$ cat config.mk
export PLATFORM = sky130hd
export DESIGN_NAME = evt_timebase
export DESIGN_NICKNAME = d
export VERILOG_FILES = /design/src/rtl/evt_timer_pkg.sv /design/src/rtl/evt_regif.sv /design/src/rtl/evt_downcnt.sv /design/src/rtl/evt_freecnt.sv /design/src/rtl/evt_irqctl.sv /design/src/rtl/evt_timebase.sv
export SDC_FILE = /design/constraint.sdc
export NUM_CORES = 1
export LEC_CHECK = 0
export BUFFER_PORTS_ARGS = -buffer_cell sky130_fd_sc_hd__clkbuf_2
export CORE_ASPECT_RATIO = 2
export CORE_MARGIN = 2
export CORE_UTILIZATION = 50
export CTS_CLUSTER_DIAMETER = 120
export DETAILED_ROUTE_END_ITERATION = 16
export GPL_ROUTABILITY_DRIVEN = 0
export PLACE_DENSITY = 0.79
export RECOVER_POWER = 25
export SETUP_SLACK_MARGIN = 0.5
export SLEW_MARGIN = 20
export SYNTH_ARGS = -nofsm -noshare
export SYNTH_HDL_FRONTEND = slang
export SYNTH_SLANG_ARGS = --single-unit
$ cat constraint.sdc
create_clock -name clk -period 4.7 [get_ports clk]
set_input_delay 0.235 -clock clk [delete_from_list [all_inputs] [get_ports clk]]
set_output_delay 0.235 -clock clk [all_outputs]
set_load 0.02 [all_outputs]
$ cat src/rtl/evt_timer_pkg.sv
package evt_timer_pkg;
  typedef logic [1:0] op_t;
  localparam op_t OP_HOLD = 2'd0;
  localparam op_t OP_LOAD = 2'd1;
  localparam op_t OP_RUN  = 2'd2;

  localparam int REG_CTRL   = 0;
  localparam int REG_DIV    = 1;
  localparam int REG_COUNT  = 2;
  localparam int REG_TIME   = 3;
  localparam int REG_MASK   = 4;
  localparam int REG_MSTAT  = 5;
  localparam int REG_ACK    = 6;

  localparam int CTRL_FSEL_BIT = 4;
endpackage

$ cat src/rtl/evt_regif.sv
module evt_regif
  import evt_timer_pkg::*;
#(
  parameter int ADDR_W = 3,
  parameter int CNT_W  = 32
) (
  input  logic              clk,
  input  logic              rst,
  input  logic [ADDR_W-1:0] bus_addr,
  input  logic              bus_wr,
  input  logic [CNT_W-1:0]  bus_wdata,
  input  logic              bus_rd,
  output logic [CNT_W-1:0]  bus_rdata,
  output logic              bus_rvalid,
  input  logic [CNT_W-1:0]  cnt_val,
  input  logic [CNT_W-1:0]  time_val,
  input  logic              mstat,
  output op_t               op_q,
  output logic              fsel_q,
  output logic [CNT_W-1:0]  div_q,
  output logic              mask_q,
  output logic              ack_pulse
);
  logic             sel_ctrl, sel_div, sel_mask;
  logic [CNT_W-1:0] rd_mux;

  assign sel_ctrl  = bus_wr && (bus_addr == ADDR_W'(REG_CTRL));
  assign sel_div   = bus_wr && (bus_addr == ADDR_W'(REG_DIV));
  assign sel_mask  = bus_wr && (bus_addr == ADDR_W'(REG_MASK));
  assign ack_pulse = bus_wr && (bus_addr == ADDR_W'(REG_ACK)) && bus_wdata[0];

  always_ff @(posedge clk) begin
    if (rst) begin
      op_q   <= OP_HOLD;
      fsel_q <= 1'b0;
      div_q  <= '0;
      mask_q <= 1'b0;
    end else begin
      if (sel_ctrl) begin
        op_q   <= bus_wdata[1:0];
        fsel_q <= bus_wdata[CTRL_FSEL_BIT];
      end
      if (sel_div)  div_q  <= bus_wdata;
      if (sel_mask) mask_q <= bus_wdata[0];
    end
  end

  always_comb begin
    rd_mux = '0;
    case (int'(bus_addr))
      REG_CTRL:  begin
        rd_mux[1:0]           = op_q;
        rd_mux[CTRL_FSEL_BIT] = fsel_q;
      end
      REG_DIV:   rd_mux = div_q;
      REG_COUNT: rd_mux = cnt_val;
      REG_TIME:  rd_mux = time_val;
      REG_MASK:  rd_mux[0] = mask_q;
      REG_MSTAT: rd_mux[0] = mstat;
      default:   rd_mux = '0;
    endcase
  end

  always_ff @(posedge clk) begin
    if (rst) begin
      bus_rdata  <= '0;
      bus_rvalid <= 1'b0;
    end else begin
      bus_rvalid <= bus_rd;
      if (bus_rd) bus_rdata <= rd_mux;
    end
  end
endmodule

$ cat src/rtl/evt_downcnt.sv
module evt_downcnt
  import evt_timer_pkg::*;
#(
  parameter int CNT_W    = 32,
  parameter int SLOW_DIV = 4
) (
  input  logic             clk,
  input  logic             rst,
  input  op_t              op,
  input  logic             fsel,
  input  logic [CNT_W-1:0] div,
  output logic [CNT_W-1:0] cnt_q,
  output logic             expire
);
  localparam int PRESC_W = (SLOW_DIV > 2) ? $clog2(SLOW_DIV) : 1;
  localparam logic [PRESC_W-1:0] PRESC_LAST = PRESC_W'(SLOW_DIV - 1);

  logic [PRESC_W-1:0] presc_q;
  logic               tick;

  assign tick   = fsel ? (presc_q == PRESC_LAST) : 1'b1;
  assign expire = (op == OP_RUN) && tick && (cnt_q == CNT_W'(1));

  always_ff @(posedge clk) begin
    if (rst) begin
      cnt_q   <= '0;
      presc_q <= '0;
    end else begin
      case (op)
        OP_LOAD: begin
          cnt_q   <= div;
          presc_q <= '0;
        end
        OP_RUN: begin
          presc_q <= (presc_q == PRESC_LAST) ? '0 : presc_q + 1'b1;
          if (tick && (cnt_q != '0)) cnt_q <= cnt_q - 1'b1;
        end
        default: presc_q <= '0;
      endcase
    end
  end
endmodule

$ cat src/rtl/evt_freecnt.sv
module evt_freecnt #(
  parameter int TIME_W = 32
) (
  input  logic              clk,
  input  logic              rst,
  output logic [TIME_W-1:0] time_q
);
  always_ff @(posedge clk) begin
    if (rst) time_q <= '0;
    else     time_q <= time_q + 1'b1;
  end
endmodule

$ cat src/rtl/evt_irqctl.sv
module evt_irqctl #(
  parameter int NSRC = 1
) (
  input  logic            clk,
  input  logic            rst,
  input  logic [NSRC-1:0] set_i,
  input  logic [NSRC-1:0] clr_i,
  input  logic [NSRC-1:0] mask_i,
  output logic [NSRC-1:0] raw_q,
  output logic [NSRC-1:0] mstat,
  output logic            irq_q
);
  for (genvar i = 0; i < NSRC; i++) begin : g_src
    always_ff @(posedge clk) begin
      if (rst)           raw_q[i] <= 1'b0;
      else if (set_i[i]) raw_q[i] <= 1'b1;
      else if (clr_i[i]) raw_q[i] <= 1'b0;
    end
  end

  assign mstat = raw_q & mask_i;

  always_ff @(posedge clk) begin
    if (rst) irq_q <= 1'b0;
    else     irq_q <= |mstat;
  end
endmodule

$ cat src/rtl/evt_timebase.sv
module evt_timebase
  import evt_timer_pkg::*;
#(
  parameter int ADDR_W   = 3,
  parameter int CNT_W    = 32,
  parameter int SLOW_DIV = 4
) (
  input  logic              clk,
  input  logic              rst,
  input  logic [ADDR_W-1:0] bus_addr,
  input  logic              bus_wr,
  input  logic [CNT_W-1:0]  bus_wdata,
  input  logic              bus_rd,
  output logic [CNT_W-1:0]  bus_rdata,
  output logic              bus_rvalid,
  output logic              irq_o
);
  op_t              op_q;
  logic             fsel_q;
  logic [CNT_W-1:0] div_q;
  logic             mask_q;
  logic             ack_pulse;
  logic [CNT_W-1:0] cnt_q;
  logic             expire;
  logic [CNT_W-1:0] time_q;
  logic             raw_q;
  logic             mstat;

  evt_regif #(.ADDR_W(ADDR_W), .CNT_W(CNT_W)) u_regif (
    .clk(clk), .rst(rst),
    .bus_addr(bus_addr), .bus_wr(bus_wr), .bus_wdata(bus_wdata),
    .bus_rd(bus_rd), .bus_rdata(bus_rdata), .bus_rvalid(bus_rvalid),
    .cnt_val(cnt_q), .time_val(time_q), .mstat(mstat),
    .op_q(op_q), .fsel_q(fsel_q), .div_q(div_q), .mask_q(mask_q),
    .ack_pulse(ack_pulse)
  );

  evt_downcnt #(.CNT_W(CNT_W), .SLOW_DIV(SLOW_DIV)) u_down (
    .clk(clk), .rst(rst), .op(op_q), .fsel(fsel_q), .div(div_q),
    .cnt_q(cnt_q), .expire(expire)
  );

  evt_freecnt #(.TIME_W(CNT_W)) u_time (
    .clk(clk), .rst(rst), .time_q(time_q)
  );

  evt_irqctl #(.NSRC(1)) u_irq (
    .clk(clk), .rst(rst),
    .set_i(expire), .clr_i(ack_pulse), .mask_i(mask_q),
    .raw_q(raw_q), .mstat(mstat), .irq_q(irq_o)
  );
endmodule

==> flow_summary.json <==
{
  "synth_cells": 855,
  "reg2reg_slack_ns": 1.64,
  "grt_overflow": 0,
  "p_switching_uw": 594,
  "num_vias": 6526,
  "nNetsFinal": 933,
  "worst_pin_slew_ns": 2.17,
  "postCtsHoldBufs": 0,
  "drt_wl_total_um": 19100,
  "setup.worst_path.start": "u_down.cnt_q[0]",
  "seqPwrFrac_pct": 44.1,
  "yosysTopAreaCell": "dfxtp_1",
  "vias_per_cell": 6.17,
  "finalHoldViolations": 0,
  "synth_compound_area_share_pct": 19.7,
  "finalWorstSetupSlack_ns": 1.64,
  "leakagePower_nw": 2.86,
  "ys_async_sr_fraction_pct": 0,
  "ys_warn_count": 0,
  "synth_xor_area_share_pct": 3.54,
  "cts_resized": 0,
  "post-synth-top-count-cell": "dfxtp_1",
  "status": "finished with violations",
  "critPathArrivalTime_ns": 3.40,
  "crit_fanout": 37,
  "grt_antenna_before_repair": 0,
  "crit_path_start_kind": "register",
  "syn_avg_cell_area_um2": 8.10,
  "gr-usage-all-layers_pct": 26.2,
  "synth.distinct_cells": 49,
  "clock-root-buffer": "clkbuf_16",
  "synth_area_leaders": "dfxtp_1 40%, a21oi_1 7.5%, nand2_1 5.4%",
  "clk_path_buf_depth": 2,
  "synth_edf_count": 0,
  "htree_levels": 4,
  "drt-pass1-iter-count": 5,
  "initial_core_util_pct": 51.2,
  "yosysSeqAreaShare_pct": 39.6,
  "drcViolationCount": 0,
  "clkPwrFrac_pct": 51.1,
  "cp-end-kind": "register",
  "grt_pass1_wl_um": 30500,
  "period_share_pct": 65.1,
  "synth_ff_type": "dfxtp_1",
  "num_io_pins": 73,
  "grt_max_degree": 94,
  "die_y_um": 170,
  "cts_buffers": 17,
  "ir_worst_vdd_mv": 0.298,
  "synth_mux_area_share_pct": 5.95,
  "hold_path_class": "in2reg",
  "numPortBuffers": 72,
  "cp_data_required_time_ns": 5.04,
  "clkSinkCount": 137,
  "pwr-share-comb_pct": 4.8,
  "grt_pass1_vias": 6164,
  "wire_per_inst_um": 18.0,
  "period_needed_ns": 3.06,
  "drt_iter0_markers": 694,
  "final_cell_count_no_fill": 1058,
  "die_x_um": 87.2,
  "num_rows": 60,
  "clkLatencyLatePin_ns": 0.42,
  "yosys-top-cells-count": "137 x dfxtp_1, 104 x a21oi_1, 99 x nand2_1",
  "setup_viol": 0,
  "swShare_pct": 22.1,
  "finalSetupTns_ns": 0,
  "rsz0062_at_grt": "false",
  "p_per_area_nw_per_um2": 341,
  "violations": "max-capacitance violations, max-slew violations",
  "synth_top_area_share_pct": 39.6,
  "postCtsSetupRepairBufs": 0,
  "timing.rr.start": "u_down.cnt_q[0]",
  "maxSlewHeadroom_pct": -44.6,
  "fin_skew_ns": 0.00684,
  "path_class": "reg2reg",
  "hp-start": "bus_wdata[3]",
  "fmax_mhz": 327,
  "synth_fa_ha_area_share_pct": 0.723,
  "pre_cts_slack_ns": 1.23,
  "syn_to_final_growth_pct": 13.5,
  "coreArea_um2": 13500,
  "ys_seq_elements": 137,
  "place_inst": 1025,
  "dieArea_um2": 14900,
  "netlist_area_um2": 6920,
  "diodes": 0,
  "yosys.area_share.simple_pct": 26.0,
  "cts_tree": "yes",
  "slew_violations": 35,
  "post-dp-hpwl_um": 12600,
  "synth.net_count": 898,
  "clk_pin_slew_ns": 0.06,
  "intPower_mw": 2.09,
  "drive_gt1_share_pct": 13.4,
  "synth_top_family_by_area": "simple AND/OR/NAND/NOR gates",
  "cap_violations": 1,
  "ant_nets": 0
}
worst max-delay path, cell delays in order, from the launching register on:
cell     delay (ns)
dfxtp_1        0.37
inv_1          0.08
ha_1           0.21
nor4b_1        0.55
nand4_1        0.42
o41ai_4        0.58
buf_4          0.43
o21ai_0        0.17
a21oi_1        0.15
power groups by stage:
stage / Clock [mW] / Sequential, mW / Combinational (mW)
after CTS: 1.37 / 1.18 / 0.128
after detailed placement: 0 / 1.21 / 0.128
after global routing: 1.43 / 1.18 / 0.140
final: 1.37 / 1.18 / 0.129
after floorplan: 0 / 1.21 / 0.0819
after global placement: 0 / 1.21 / 0.127
layout make-up:
cell class | count | area [µm²]
Fill cell | 1264 | 5650
Clock buffer | 24 | 482
Sequential cell | 137 | 2740
Multi-Input combinational cell | 645 | 3910
Inverter | 7 | 26.3
Clock inverter | 8 | 118
Tap cell | 155 | 194
Timing Repair Buffer | 82 | 394
per-layer routing:
layer	vias to the layer above	wire [µm]	track usage [%]
li1	3118	-	-
met1	3116	7440	29.8
met2	227	9790	44.8
met3	65	865	3.88
met4	0	988	16.2
met5	-	0	0
logic make-up after synthesis:
family | after synthesis
flip-flops | 137
AND/OR/NAND/NOR | 360
adder cells (fa/ha/maj) | 4
XOR/XNOR | 28
AO/OA/AOI/OAI | 218
buffers and inverters | 73
multiplexers | 35
stage by stage:
| step | util [%] | hold slack, ns | power [mW] | area, µm² |
|---|---|---|---|---|
| 2_1_floorplan | - | 0.371 | 1.29 | 6920 |
| 3_5_place_dp | 53.9 | 0.425 | 1.33 | 7290 |
| 4_1_cts | 58.4 | 0.0273 | 2.68 | 7890 |
| 6_report | 58.2 | 0.0302 | 2.68 | 7860 |
| 3_3_place_gp | 53.9 | 0.417 | 1.33 | 7290 |
| 5_1_grt | 58.2 | 0.0338 | 2.75 | 7860 |
registers in the layout, summed over array words and instances, names as in the netlist:
| register | cells |
|---|---|
| u_regif.div_q | 32 |
| u_regif.bus_rdata | 32 |
| u_regif.mask_q | 1 |
| u_irq.raw_q | 1 |
| u_down.cnt_q | 32 |
| u_regif.fsel_q | 1 |
| u_time.time_q | 32 |
| u_regif.bus_rvalid | 1 |
| u_regif.op_q | 2 |
| u_irq.irq_q | 1 |
| u_down.presc_q | 2 |
cell usage in the layout (no fill, tap or decap), types with 4 or more instances in the layout:
cell and n:
a32oi_1 4, nand4_1 21, or3_1 10, mux2i_1 4
a22o_1 29, inv_1 7, nand2_1 99, xnor2_1 5
or4_1 7, nand3_1 14, o32ai_1 9, xor2_1 23
nor4_1 15, and3_1 6, nor3_1 17, clkbuf_1 39
clkinv_2 4, nor2b_1 39, mux2_2 29, o31ai_1 7
clkbuf_16 17, buf_4 11, a21o_1 8, o21ai_0 30
nor2_1 89, a22oi_1 4, dfxtp_1 137, ha_1 4
or2_2 6, clkbuf_2 36, nand2b_1 18, a31oi_1 14
nor4b_1 4, a21oi_1 104
final timing paths:
| path | end | cells after the start |
|---|---|---|
| max | u_down.cnt_q[28] | 8 |
| min | u_regif.div_q[3] | 3 |
| max reg2reg | u_down.cnt_q[28] | 8 |
| min reg2reg | u_down.presc_q[0] | 1 |
No activity file was read; power rests on OpenSTA's default activity.
